`src/rtl/ptrap_pkg.sv`:
```
// ptrap_pkg: shared constants and types for the program interrupt trap unit.
// Assumes LSB-numbered bit positions everywhere.
package ptrap_pkg;

    localparam int XLEN      = 64;
    localparam int OPC_W     = 4;
    localparam int INSN_W    = 32;

    // Operation class codes produced by the decoder.
    typedef enum logic [OPC_W-1:0] {
        OPC_ORDINARY = 4'd0,
        OPC_ATTN     = 4'd1,
        OPC_RD_MSR   = 4'd2,
        OPC_WR_MSR   = 4'd3,
        OPC_WR_MSR_D = 4'd4,
        OPC_RET_INT  = 4'd5,
        OPC_RD_SPR   = 4'd6,
        OPC_WR_SPR   = 4'd7
    } opclass_e;

    // One-hot trap cause, bit 0 privilege, bit 1 illegal.
    typedef struct packed {
        logic illegal;
        logic priv;
    } cause_t;

endpackage

```
`src/rtl/ptrap_priv_decode.sv`:
```
// ptrap_priv_decode: decides whether an operation class needs supervisor
// rights. Classes in ALWAYS_MASK are privileged unconditionally; classes in
// COND_MASK are privileged only when the register-number MSB bit is set.
// Assumes the class code is valid in the cycle it is presented.
module ptrap_priv_decode #(
    parameter int                    OPC_W       = 4,
    parameter logic [(1<<OPC_W)-1:0] ALWAYS_MASK = 'h3E,
    parameter logic [(1<<OPC_W)-1:0] COND_MASK   = 'hC0
) (
    input  logic [OPC_W-1:0] opclass_i,
    input  logic             regnum_msb_i,
    output logic             priv_o
);
    localparam int NCLS = 1 << OPC_W;

    logic [NCLS-1:0] class_hit;

    // One comparator per class code.
    for (genvar g = 0; g < NCLS; g++) begin : g_cls
        assign class_hit[g] = (opclass_i == OPC_W'(g));
    end

    // Combine unconditional and register-number-qualified privilege.
    always_comb begin
        priv_o = (|(class_hit & ALWAYS_MASK)) |
                 ((|(class_hit & COND_MASK)) & regnum_msb_i);
    end
endmodule

```
`src/rtl/ptrap_arbiter.sv`:
```
// ptrap_arbiter: turns privilege, problem state and the illegal flag into a
// trap decision with a one-hot cause, and builds the updated machine state.
// A privilege violation outranks an illegal flag. Assumes bit positions are
// distinct and below XLEN.
module ptrap_arbiter
    import ptrap_pkg::*;
#(
    parameter int XLEN_P     = 64,
    parameter int PR_BIT     = 14,
    parameter int PRIV_CAUSE = 18,
    parameter int ILL_CAUSE  = 19
) (
    input  logic              priv_i,
    input  logic              illegal_i,
    input  logic [XLEN_P-1:0] msr_i,
    output logic              trap_o,
    output cause_t            cause_o,
    output logic [XLEN_P-1:0] msr_next_o
);
    logic              user_mode;
    logic [XLEN_P-1:0] cause_mask;

    // Problem-state bit of the current machine state.
    assign user_mode = msr_i[PR_BIT];

    // Prioritised cause selection.
    always_comb begin
        cause_o.priv    = priv_i & user_mode;
        cause_o.illegal = illegal_i & ~cause_o.priv;
        trap_o          = cause_o.priv | cause_o.illegal;
    end

    // Machine state with the selected cause bit raised.
    always_comb begin
        cause_mask = '0;
        cause_mask[PRIV_CAUSE] = cause_o.priv;
        cause_mask[ILL_CAUSE]  = cause_o.illegal;
        msr_next_o = msr_i | cause_mask;
    end
endmodule

```
`src/rtl/ptrap_nia_sel.sv`:
```
// ptrap_nia_sel: chooses the next fetch address: interrupt vector on a trap,
// branch target when taken, else the sequential address. Assumes fixed-size
// instructions of ILEN bytes.
module ptrap_nia_sel #(
    parameter int                 XLEN_P = 64,
    parameter logic [XLEN_P-1:0]  VECTOR = 64'h700,
    parameter int                 ILEN   = 4
) (
    input  logic              trap_i,
    input  logic [XLEN_P-1:0] cia_i,
    input  logic              br_taken_i,
    input  logic [XLEN_P-1:0] br_target_i,
    output logic [XLEN_P-1:0] nia_o
);
    logic [XLEN_P-1:0] seq_addr;

    // Sequential successor, wrapping at the top of the address space.
    assign seq_addr = cia_i + XLEN_P'(ILEN);

    // Trap redirect outranks branch, branch outranks sequential.
    always_comb begin
        if (trap_i)          nia_o = VECTOR;
        else if (br_taken_i) nia_o = br_target_i;
        else                 nia_o = seq_addr;
    end
endmodule

```
`src/rtl/ptrap_unit.sv`:
```
// ptrap_unit: program interrupt trap unit. Classifies each presented
// instruction, decides whether it traps, and registers the commit controls
// (next address, save/restore writes, machine state update, writeback
// permission) one cycle later. Assumes one instruction per valid cycle and
// a machine state input that is already current.
module ptrap_unit
    import ptrap_pkg::*;
#(
    parameter int                XLEN_P      = XLEN,
    parameter int                OPC_W_P     = OPC_W,
    parameter int                INSN_W_P    = INSN_W,
    parameter int                REGNUM_MSB  = 20,
    parameter int                PR_BIT      = 14,
    parameter int                PRIV_CAUSE  = 18,
    parameter int                ILL_CAUSE   = 19,
    parameter logic [XLEN_P-1:0] VECTOR      = 64'h700,
    parameter int                ILEN        = 4
) (
    input  logic                clk,
    input  logic                rst_n,
    input  logic                in_valid,
    input  logic [OPC_W_P-1:0]  in_opclass,
    input  logic [INSN_W_P-1:0] in_insn,
    input  logic [XLEN_P-1:0]   in_cia,
    input  logic [XLEN_P-1:0]   in_msr,
    input  logic                in_illegal,
    input  logic                in_br_taken,
    input  logic [XLEN_P-1:0]   in_br_target,
    output logic                out_valid,
    output logic                out_trap,
    output logic [XLEN_P-1:0]   out_nia,
    output logic                out_srr0_we,
    output logic [XLEN_P-1:0]   out_srr0,
    output logic                out_srr1_we,
    output logic [XLEN_P-1:0]   out_srr1,
    output logic                out_msr_we,
    output logic [XLEN_P-1:0]   out_msr,
    output logic                out_commit_wb
);
    logic              is_priv;
    logic              trap_c;
    cause_t            cause_c;
    logic [XLEN_P-1:0] msr_next_c;
    logic [XLEN_P-1:0] nia_c;
    logic              unused_insn;

    // Only the register-number MSB of the instruction word is consulted.
    assign unused_insn = ^(in_insn & ~(INSN_W_P'(1) << REGNUM_MSB));

    ptrap_priv_decode #(
        .OPC_W      (OPC_W_P)
    ) u_priv (
        .opclass_i    (in_opclass),
        .regnum_msb_i (in_insn[REGNUM_MSB]),
        .priv_o       (is_priv)
    );

    ptrap_arbiter #(
        .XLEN_P     (XLEN_P),
        .PR_BIT     (PR_BIT),
        .PRIV_CAUSE (PRIV_CAUSE),
        .ILL_CAUSE  (ILL_CAUSE)
    ) u_arb (
        .priv_i     (is_priv),
        .illegal_i  (in_illegal),
        .msr_i      (in_msr),
        .trap_o     (trap_c),
        .cause_o    (cause_c),
        .msr_next_o (msr_next_c)
    );

    ptrap_nia_sel #(
        .XLEN_P (XLEN_P),
        .VECTOR (VECTOR),
        .ILEN   (ILEN)
    ) u_nia (
        .trap_i      (trap_c),
        .cia_i       (in_cia),
        .br_taken_i  (in_br_taken),
        .br_target_i (in_br_target),
        .nia_o       (nia_c)
    );

    // Strobes: asserted for one cycle per accepted instruction.
    always_ff @(posedge clk) begin
        if (!rst_n) begin
            out_valid     <= 1'b0;
            out_trap      <= 1'b0;
            out_srr0_we   <= 1'b0;
            out_srr1_we   <= 1'b0;
            out_msr_we    <= 1'b0;
            out_commit_wb <= 1'b0;
        end else begin
            out_valid     <= in_valid;
            out_trap      <= in_valid & trap_c;
            out_srr0_we   <= in_valid & trap_c;
            out_srr1_we   <= in_valid & trap_c;
            out_msr_we    <= in_valid & (cause_c.priv | cause_c.illegal);
            out_commit_wb <= in_valid & ~trap_c;
        end
    end

    // Data: captured on accepted instructions, held otherwise.
    always_ff @(posedge clk) begin
        if (!rst_n) begin
            out_nia  <= '0;
            out_srr0 <= '0;
            out_srr1 <= '0;
            out_msr  <= '0;
        end else if (in_valid) begin
            out_nia  <= nia_c;
            out_srr0 <= in_cia;
            out_srr1 <= in_msr;
            out_msr  <= msr_next_c;
        end
    end
endmodule

```
`config.mk`:
```
export PLATFORM = sky130hd
export DESIGN_NAME = ptrap_unit
export DESIGN_NICKNAME = d
export VERILOG_FILES = /design/src/rtl/ptrap_pkg.sv /design/src/rtl/ptrap_priv_decode.sv /design/src/rtl/ptrap_arbiter.sv /design/src/rtl/ptrap_nia_sel.sv /design/src/rtl/ptrap_unit.sv
export SDC_FILE = /design/constraint.sdc
export NUM_CORES = 1
export LEC_CHECK = 0
export ABC_CLOCK_PERIOD_IN_PS = 2200
export BUFFER_PORTS_ARGS = -buffer_cell sky130_fd_sc_hd__buf_2
export CORE_AREA = 5 5 190 192
export CTS_BUF_LIST = sky130_fd_sc_hd__clkbuf_2
export DETAILED_ROUTE_END_ITERATION = 10
export DIE_AREA = 0 0 195 197
export GPL_ROUTABILITY_DRIVEN = 1
export HOLD_SLACK_MARGIN = 0.05
export REMOVE_ABC_BUFFERS = 1
export SLEW_MARGIN = 20
export SYNTH_ARGS = -nofsm -noshare
export SYNTH_HDL_FRONTEND = slang
export SYNTH_SLANG_ARGS = --single-unit
```
`constraint.sdc`:
```
create_clock -name clk -period 2.2 [get_ports clk]
set_input_delay 0.11 -clock clk [delete_from_list [all_inputs] [get_ports clk]]
set_output_delay 0.11 -clock clk [all_outputs]
set_load 0.01 [all_outputs]
```
==> results of run 1 <==
[kinds of logic after synthesis]
kind of cell	after synthesis	share of synthesized area
adder cells (fa/ha/maj)	1	0.00138
AND/OR/NAND/NOR	290	0.188
flip-flops	197	0.435
multiplexers	136	0.150
XOR/XNOR	58	0.0560
buffers and inverters	127	0.0808
AO/OA/AOI/OAI	130	0.0887
[synth_stat cells, types with 10 or more instances]
cell type / count
xnor2_1: 29
buf_2: 10
nand3_1: 28
a22oi_1: 46
nor3_1: 10
nand4_1: 18
mux2i_1: 136
nand2_1: 42
buf_4: 65
xor2_1: 29
o21ai_0: 39
nor2b_1: 131
a21oi_1: 11
nor2_1: 23
dfxtp_1: 197
o21ai_1: 25
clkbuf_1: 38
[through the flow]
step / hold slack (ps) / util / setup WS [ps] / setup TNS (ps) / area, um^2
global placement: 336 / 0.335 / 93.0 / 0 / 11500
floorplan: 199 / - / -477 / -24930 / 8370
detailed placement: 337 / 0.335 / 80.7 / 0 / 11500
==> flow_summary.ini, run 1 <==
[run_status]
status = aborted with a tool error
flow.stopped_at = 4_1_cts
firstError = [ERROR RSZ-0060] Max buffer count reached.

[placed_design]
place.port_buffers = 463
placed_cells_incl_taps = 1753
gp_congestion = 0.816
place_hpwl_um = 26100

[yosys]
synth_top_area_frac = 0.435
synthesis.area_um2 = 9070
yosysSeqAreaShare = 0.435
synth_seq_cells = 197
synth_area_leaders = dfxtp_1 (43%), mux2i_1 (15%), nor2b_1 (9.0%), buf_4 (5.4%), a22oi_1 (3.8%)
synth_top_area_cell = dfxtp_1
yosysWarnings = 0
synth_ff_type = dfxtp_1
synth_edf_count = 0
synth_cell_type_count = 42
synthCells = 939
avgSynthCellArea_um2 = 9.66
synthArstFlopShare = 0

[clocking]
cts_root_buf = clkbuf_2
cts_buffers = 17
cts_sinks = 197
htreeDepth = 4
hold_buffers = 360
cts_buffer_depth = 2
postCtsSetupRepairBufs = 0
cts-resized-gates = 0

[die]
die_x_um = 195
num_rows = 68
initial_core_util = 0.265
die_y_um = 197
num_io_pins = 495
==> inputs of run 2 (changes only) <==
- CORE_AREA: 5 5 190 192 -> 5 5 192 194
- CTS_BUF_LIST: sky130_fd_sc_hd__clkbuf_2 -> default
- DIE_AREA: 0 0 195 197 -> 0 0 197 199
- HOLD_SLACK_MARGIN: 0.05 -> default
- PLACE_DENSITY_LB_ADDON: default -> 0.15
==> run 2 against run 1 <==
Area after synthesis unchanged. The run now ends clean. Synthesized cell count unchanged.
==> flow_summary.ini, run 2 <==
[run_status]
status = finished, final reports clean

[worst_setup_path]
crit_chain = dlygate4sd3_1 -> buf_2 -> nor2b_2 -> a31oi_4 -> and3_4 -> buf_12 -> a22oi_1 -> o21ai_0 -> dlygate4sd3_1
cp.arrival_ps = 2520
cp_top_family = buffers and inverters
slowest_delay_ps = 560
critical_path.max_fanout = 39
endpoint_kind = flip-flop
critPathMostFrequentCell = dlygate4sd3_1
startpoint_type = input pin
path_class = in -> reg
crit_required_ps = 2600
slowest_stage = dlygate4sd3_1
timing.critical_path.buf_inv = 4

[placed_design]
pre_cts_slack_ps = 62.0
placed_cells_incl_taps = 1762
place.port_buffers = 463
place_hpwl_um = 27000
placed_cell_area_um2 = 11500
gp_congestion = 0.823

[global_routing]
grt_antenna_before_repair = 6
grt_pass1_vias = 9077
grt_max_degree = 137
grt_pass1_wl_um = 54100
grt_overflow = 0
track_usage = 0.179

[clocking]
cts.clk_slew.worst_paths_ps = 70
cts_buffers = 17
cts_root_buf = clkbuf_16
htreeDepth = 4
clk_latency_ps = 450
cts_buffer_depth = 2
cts_tree = done
cts_sinks = 197

[sta]
fin_crit_ps = 2120
maxSlewHeadroom = 0.291
max_freq_mhz = 471
setup_viol = 0
slew_violations = 0
hold_violations = 0
tns_ps = 0
worstMarginPinSlew_ps = 1060
setup_ws_ps = 78.3
grt_setup_unrepaired = no
skew_ps = 0
fin_crit_sh = 0.964

[power]
ir_worst_vdd_uv = 549
p_clk_frac = 0.368
p_per_area_nw_per_um2 = 610
p_sw_uw = 2450
comb_power_share = 0.184
p_int_uw = 6210
power_leakage_uw = 0.00674
switching_share = 0.283
p_seq_frac = 0.448

[layout]
fillers = 3559
layout_commonest_cell = buf_2
layout-drive-gt1-share = 0.348
utilization = 0.405
final_cells = 2006
mostFrequentLayoutCells = buf_2 (461), dlygate4sd3_1 (208), dfxtp_1 (197)
fin_area_um2 = 14200
largest_registers = out_nia (64), out_srr0 (64), out_srr1 (64)
nets = 1765
syn2layout_area_growth_pct = 56.6

[yosys]
yosysWarnings = 0
synth_seq_cells = 197
yosysSeqAreaShare = 0.435
synth_ff_type = dfxtp_1
ys_top_cells_by_count = dfxtp_1 (197), mux2i_1 (136), nor2b_1 (131), buf_4 (65), a22oi_1 (46)
avgSynthCellArea_um2 = 9.66
synth_cell_type_count = 42
synth_top_area_frac = 0.435
synth_edf_count = 0
synth_area_leaders = dfxtp_1 (43%), mux2i_1 (15%), nor2b_1 (9.0%), buf_4 (5.4%), a22oi_1 (3.8%)
synth_most_common_cell = dfxtp_1
synth_top_area_cell = dfxtp_1
synthArstFlopShare = 0
synthCells = 939
synthesis.area_um2 = 9070

[die]
die-area_um2 = 39200
num_io_pins = 495
die_y_um = 199
num_rows = 69
die_x_um = 197
initial_core_util = 0.259
core_area_um2 = 35100

[drt]
finalWirelength_um = 36600
via_per_inst = 4.38
first_iter_violations = 273
dr.pass1.iters = 4
ant_nets = 0
drc = 0
wire_per_inst_um = 18.2
vias = 8792

[job]
max-cap-violations = 0

[hold_path]
hp-class = in -> reg
run 2: cell counts after synthesis:
No cell type changed its count.
run 2: what timing repair did:
item                       CTS  global route
resized for setup            0             8
buffers inserted             0             3
hold buffers               208             0
hold endpoints to repair   179             0
setup endpoints to repair    0            29
run 2: stage by stage:
step	hold WS, ps	power (uW)
6_report	25.7	8660
5_1_grt	13.6	9090
4_1_cts	0.172	8820
3_5_place_dp	338	5290
3_3_place_gp	333	5280
2_1_floorplan	199	4480
run 2: cells by family (layout without fill, tap and decap cells):
kind of cell | count (synthesis) | after routing | share of synthesized area
buf+inv | 127 | 732 | 0.0808
simple gates | 290 | 290 | 0.188
mux | 136 | 136 | 0.150
flops | 197 | 197 | 0.435
fa+ha+maj | 1 | 1 | 0.00138
other cells | 0 | 1 | 0
xor+xnor | 58 | 58 | 0.0560
compound gates | 130 | 130 | 0.0887
run 2: area by class of cell:
cell class                 count  area (um^2)  area share
sequential                   197         3940       0.278
clock inverter                14          145      0.0102
antenna                        1         2.50    0.000176
inverter                       8         30.0     0.00211
tap                          461          577      0.0406
clock buffer                  18          439      0.0309
timing repair buffer         692         4630       0.326
multi-input combinational    615         4440       0.313
run 2: worst paths after layout:
check               from  slack [ps]     endpoint  cells past startpoint
min            in_cia[2]          30  out_srr0[2]                      3
min reg2reg   out_nia[4]         460   out_nia[4]                      2
max           in_msr[14]          80  out_nia[35]                      9
max reg2reg  out_nia[35]         920  out_nia[35]                      3
run 2: worst register-to-register path: stages (launching register included):
cell and delay (ps):
dfxtp_1 330, a22oi_1 170, o21ai_0 110, dlygate4sd3_1 560
run 2: power by group through the flow:
stage,clock (uW),combinational (uW),sequential [uW]
floorplan,0,396,4080
global placement,0,1320,3960
detailed placement,0,1330,3960
CTS,3330,1610,3880
global route,3450,1740,3900
finish,3190,1600,3880
run 2: metal layers:
layer	part of all wire	global-route usage	vias to the layer above	wire length (um)
li1	-	-	4372	-
met1	0.41	0.209	4050	15100
met2	0.49	0.314	322	18000
met3	0.082	0.0633	38	3000
met4	0.014	0.0398	10	496
met5	0.0017	0	-	62
Power figures use the tool's default switching activity.
==> inputs of run 3 (changes only) <==
- CORE_AREA: 5 5 192 194 -> 2 2 194 196
- DIE_AREA: 0 0 197 199 -> 0 0 196 198
==> run 3 against run 2 <==
Core utilization down 1.9 points. Register-to-register slack better by 30 ps. Die area down 1.0%. Fmax down 0.84%. Sequential share of layout area down 0.13 points. Via count about the same. Critical path depth down 1. Cell area up 0.46%. Cell count up 0.75%. Sequential power about the same. Worst setup slack worse by 18 ps. Largest power group unchanged. Highest routed layer unchanged.
==> flow_summary.ini, run 3 (synthesized netlist as in run 2, its figures left out) <==
[die]
die-area_um2 = 38800
die_y_um = 198
num_rows = 71
num_io_pins = 495
die_x_um = 196
initial_core_util = 0.246
core_area_um2 = 37000

[global_routing]
grt_max_degree = 97
grt_antenna_before_repair = 2
grt_overflow = 0
track_usage = 0.180
grt_pass1_wl_um = 52800
grt_pass1_vias = 8783

[layout]
diodes = 0
final_cells = 2021
syn2layout_area_growth_pct = 57.3
largest_registers = out_nia (64), out_srr0 (64), out_srr1 (64)
layout_commonest_cell = buf_2
nets = 1768
mostFrequentLayoutCells = buf_2 (461), dlygate4sd3_1 (206), dfxtp_1 (197)
fillers = 3812
layout-drive-gt1-share = 0.353
fin_area_um2 = 14300

[clocking]
cts_buffer_depth = 2
cts_tree = done
cts_sinks = 197
cts.clk_slew.worst_paths_ps = 80
cts_root_buf = clkbuf_16
clk_latency_ps = 460
cts_buffers = 17
htreeDepth = 4

[power]
p_seq_frac = 0.439
ir_worst_vdd_uv = 554
power_leakage_uw = 0.00677
p_clk_frac = 0.380
p_sw_uw = 2500
switching_share = 0.283
p_per_area_nw_per_um2 = 618
p_int_uw = 6320
comb_power_share = 0.181
p_total_uw = 8820

[drt]
drc = 0
finalWirelength_um = 36000
dr.pass1.iters = 4
wire_per_inst_um = 17.8
vias = 8787
ant_nets = 0
first_iter_violations = 281
via_per_inst = 4.35

[sta]
worstMarginPinSlew_ps = 773
skew_ps = 0
fin_crit_ps = 2140
grt_setup_unrepaired = no
maxSlewHeadroom = 0.484
hold_violations = 0
slew_violations = 0
fin_crit_sh = 0.973
setup_viol = 0
max_freq_mhz = 467

[hold_path]
hold_path_end = out_srr0[26]
hold_path_depth = 3
hp-class = in -> reg
min_from = in_cia[26]

[placed_design]
place.port_buffers = 463
place_hpwl_um = 26300
placed_cells_incl_taps = 1778
gp_congestion = 0.794
placed_cell_area_um2 = 11500

[job]
max-cap-violations = 0

[worst_setup_path]
rrSetupSlack_ps = 950
startpoint_type = input pin
critical_path.max_fanout = 3
crit_required_ps = 2540
endpoint_kind = flip-flop
ff2ff_path_depth = 3
cp.arrival_ps = 2480
timing.rr.start = out_nia[14]
path_class = in -> reg
r2r_end = out_nia[14]

[run_status]
status = finished, final reports clean
-- run 3: cell types whose count changed in the layout (fill, tap and decap cells not counted), moves of 2 or more --
| cell | delta |
|---|---|
| inv_6 | +2 |
| nor3_1 | -2 |
| buf_4 | +5 |
| dlygate4sd3_1 | -2 |
| nor3_2 | +2 |
| clkinv_4 | -2 |
-- run 3: worst max path at each step --
stage,startpoint,endpoint,slack [ps],cells past startpoint
2_1_floorplan,in_valid,out_nia[63],-480,3
3_3_place_gp,in_cia[3],out_nia[60],200,7
3_5_place_dp,in_cia[3],out_nia[54],130,9
4_1_cts,in_cia[47],out_nia[62],10,9
5_1_grt,in_cia[27],out_nia[63],0.8,9
6_report,in_cia[47],out_nia[63],60,8
-- run 3: power groups by stage --
stage                     Sequential [uW]  Clock (uW)  Combinational (uW)
after floorplan                      4080           0                 396
after detailed placement             3960           0                1320
after global routing                 3900        3600                1740
after CTS                            3880        3480                1600
final                                3880        3350                1590
after global placement               3950           0                1320
-- run 3: final cells by class --
| type | count | area, um^2 | area share |
|---|---|---|---|
| Timing Repair Buffer | 695 | 4650 | 0.326 |
| Sequential cell | 197 | 3940 | 0.276 |
| Tap cell | 474 | 593 | 0.0415 |
| Multi-Input combinational cell | 615 | 4450 | 0.312 |
| Clock buffer | 18 | 439 | 0.0308 |
| Clock inverter | 14 | 166 | 0.0117 |
| Inverter | 8 | 30.0 | 0.00210 |
-- run 3: metal layers --
layer / global-route usage / share of wire / vias to the layer above / routed length [um]
li1: - / - / 4374 / -
met1: 0.210 / 0.42 / 4094 / 15200
met2: 0.320 / 0.50 / 294 / 17900
met3: 0.0559 / 0.069 / 21 / 2490
met4: 0.0435 / 0.0088 / 4 / 316
met5: 0 / 0.00061 / - / 22
-- run 3: repair_timing --
action / 4_1_cts / 5_1_grt
buffers inserted: 0 / 4
endpoints found under the setup margin: 0 / 29
endpoints found under the hold margin: 175 / 0
gates resized for setup: 0 / 10
hold buffers: 206 / 0
-- run 3: critical path: stages --
cell	delay [ps]
dlygate4sd3_1	520
buf_2	130
nand3_1	180
nor3_1	250
nand4_1	270
o311ai_2	330
nand3b_1	110
dlygate4sd3_1	570
-- run 3: per-stage QoR --
stage | util | setup TNS [ps] | setup slack (ps) | hold WS [ps]
6_report | 0.386 | 0 | 60.4 | 17.7
3_5_place_dp | 0.311 | 0 | 126 | 337
4_1_cts | 0.384 | 0 | 10.2 | 1.04
3_3_place_gp | 0.311 | 0 | 204 | 333
2_1_floorplan | - | -24930 | -477 | 199
5_1_grt | 0.386 | 0 | 0.835 | 27.5
==> inputs of run 4 (changes only) <==
- CAP_MARGIN: default -> 20
- HOLD_SLACK_MARGIN: default -> 0.15
==> run 4 against run 3 <==
Register-to-register slack lost 20 ps. Global-route usage up 0.30 points. Clock power hardly changed. Hold slack improved by 160 ps. Worst setup slack gained 17 ps. Largest power group unchanged. Highest routed layer unchanged.
==> flow_summary.ini, run 4 (synthesized netlist as in run 2, its figures left out) <==
[clocking]
cts_root_buf = clkbuf_16
clk_latency_ps = 460
cts_tree = done
cts_buffers = 17
cts_buffer_depth = 2
htreeDepth = 4
cts_sinks = 197
cts.clk_slew.worst_paths_ps = 80

[worst_setup_path]
crit_chain = dlygate4sd3_1 -> buf_6 -> nand2_1 -> nor4_4 -> buf_6 -> nand3_4 -> nor4_4 -> xnor2_1 -> o21ai_1 -> dlygate4sd3_1
rrSetupSlack_ps = 930
crit_required_ps = 2550
slowest_stage = dlygate4sd3_1
slowest_delay_ps = 570
timing.rr.start = out_nia[41]
cp_top_family = buffers and inverters
cp.arrival_ps = 2470
timing.critical_path.buf_inv = 4
startpoint = in_cia[27]
critical_path.max_fanout = 7
path_class = in -> reg
endpoint_kind = flip-flop
startpoint_type = input pin

[layout]
multi_input_area_um2 = 4480
nets = 1823
fillers = 3777
layout_commonest_cell = buf_2
fin_area_um2 = 14800
layout-drive-gt1-share = 0.344
syn2layout_area_growth_pct = 63.7
largest_registers = out_nia (64), out_srr0 (64), out_srr1 (64)
final_cells = 2077
mostFrequentLayoutCells = buf_2 (460), dlygate4sd3_1 (261), dfxtp_1 (197)
layout.area.seq_um2 = 3940

[sta]
skew_ps = 0
fin_crit_ps = 2120
fin_crit_sh = 0.965
setup_viol = 0
maxSlewHeadroom = 0.481
max_freq_mhz = 471
whs_ps = 174
worstMarginPinSlew_ps = 778
slew_violations = 0
hold_violations = 0
grt_setup_unrepaired = yes

[power]
p_sw_uw = 2510
switching_share = 0.282
p_total_uw = 8900
p_clk_frac = 0.376
comb_power_share = 0.188
ir_worst_vdd_uv = 558
p_per_area_nw_per_um2 = 600
p_int_uw = 6390
power_leakage_uw = 0.00703
p_seq_frac = 0.435

[drt]
finalWirelength_um = 36200
via_per_inst = 4.34
vias = 9005
ant_nets = 0
drc = 0
first_iter_violations = 250
wire_per_inst_um = 17.4
dr.pass1.iters = 4

[global_routing]
grt_overflow = 0
grt_pass1_wl_um = 53900
grt_antenna_before_repair = 3
grt_pass1_vias = 9050
grt_use_met1 = 0.210
track_usage = 0.183
grtUsageMet2 = 0.330
use_met3 = 0.0586
grt_max_degree = 97
grt-busiest-layer = met2

[placed_design]
placed_cells_incl_taps = 1778
place_hpwl_um = 26300
place.port_buffers = 463
placed_cell_area_um2 = 11500
gp_congestion = 0.794

[hold_path]
min_from = in_cia[23]
hp-class = in -> reg

[run_status]
status = finished, final reports clean

[die]
core_area_um2 = 37000
die_x_um = 196
die_y_um = 198
num_rows = 71
die-area_um2 = 38800
num_io_pins = 495
initial_core_util = 0.246

[job]
max-cap-violations = 0
[run 4: worst paths after layout]
| path | cells after the start | endpoint |
|---|---|---|
| min | 4 | out_nia[23] |
| max reg2reg | 3 | out_nia[41] |
| min reg2reg | 2 | out_nia[2] |
| max | 10 | out_nia[61] |
[run 4: stage by stage]
step	setup slack, ps	setup TNS (ps)	utilization
final	77.1	0	0.402
after global routing	-10.8	-18.8	0.402
after global placement	204	0	0.311
after detailed placement	126	0	0.311
after CTS	10.4	0	0.399
after floorplan	-477	-24930	-
[run 4: per-layer routing]
metal,wire (um),part of all wire,up-vias
li1,-,-,4488
met1,15100,0.42,4198
met2,18200,0.50,292
met3,2600,0.072,23
met4,323,0.0089,4
met5,30,0.00083,-
[run 4: what timing repair did]
action,4_1_cts,5_1_grt
hold buffers,261,0
resized for setup,0,21
setup endpoints to repair,0,48
setup buffers,0,5
hold endpoints to repair,197,0
[run 4: power by group through the flow]
stage	sequential, uW	clock [uW]	combinational (uW)
floorplan	4080	0	396
global placement	3950	0	1320
detailed placement	3960	0	1320
CTS	3880	3480	1680
global route	3900	3600	1830
finish	3880	3350	1680
[run 4: worst min-delay path: cells and delay by family]
kind                      cells  cell delay (ps)
AOI/OAI and AO/OA             1               80
xor gates and xnor gates      1              130
buffers and inverters         1              130
muxes                         1              130
[run 4: area by class of cell]
cell class | count | share of cell area
Sequential cell | 197 | 0.266
Clock buffer | 18 | 0.0296
Clock inverter | 14 | 0.0112
Inverter | 8 | 0.00202
Antenna cell | 1 | 0.000169
Multi-Input combinational cell | 615 | 0.302
Tap cell | 474 | 0.0399
Timing Repair Buffer | 750 | 0.350
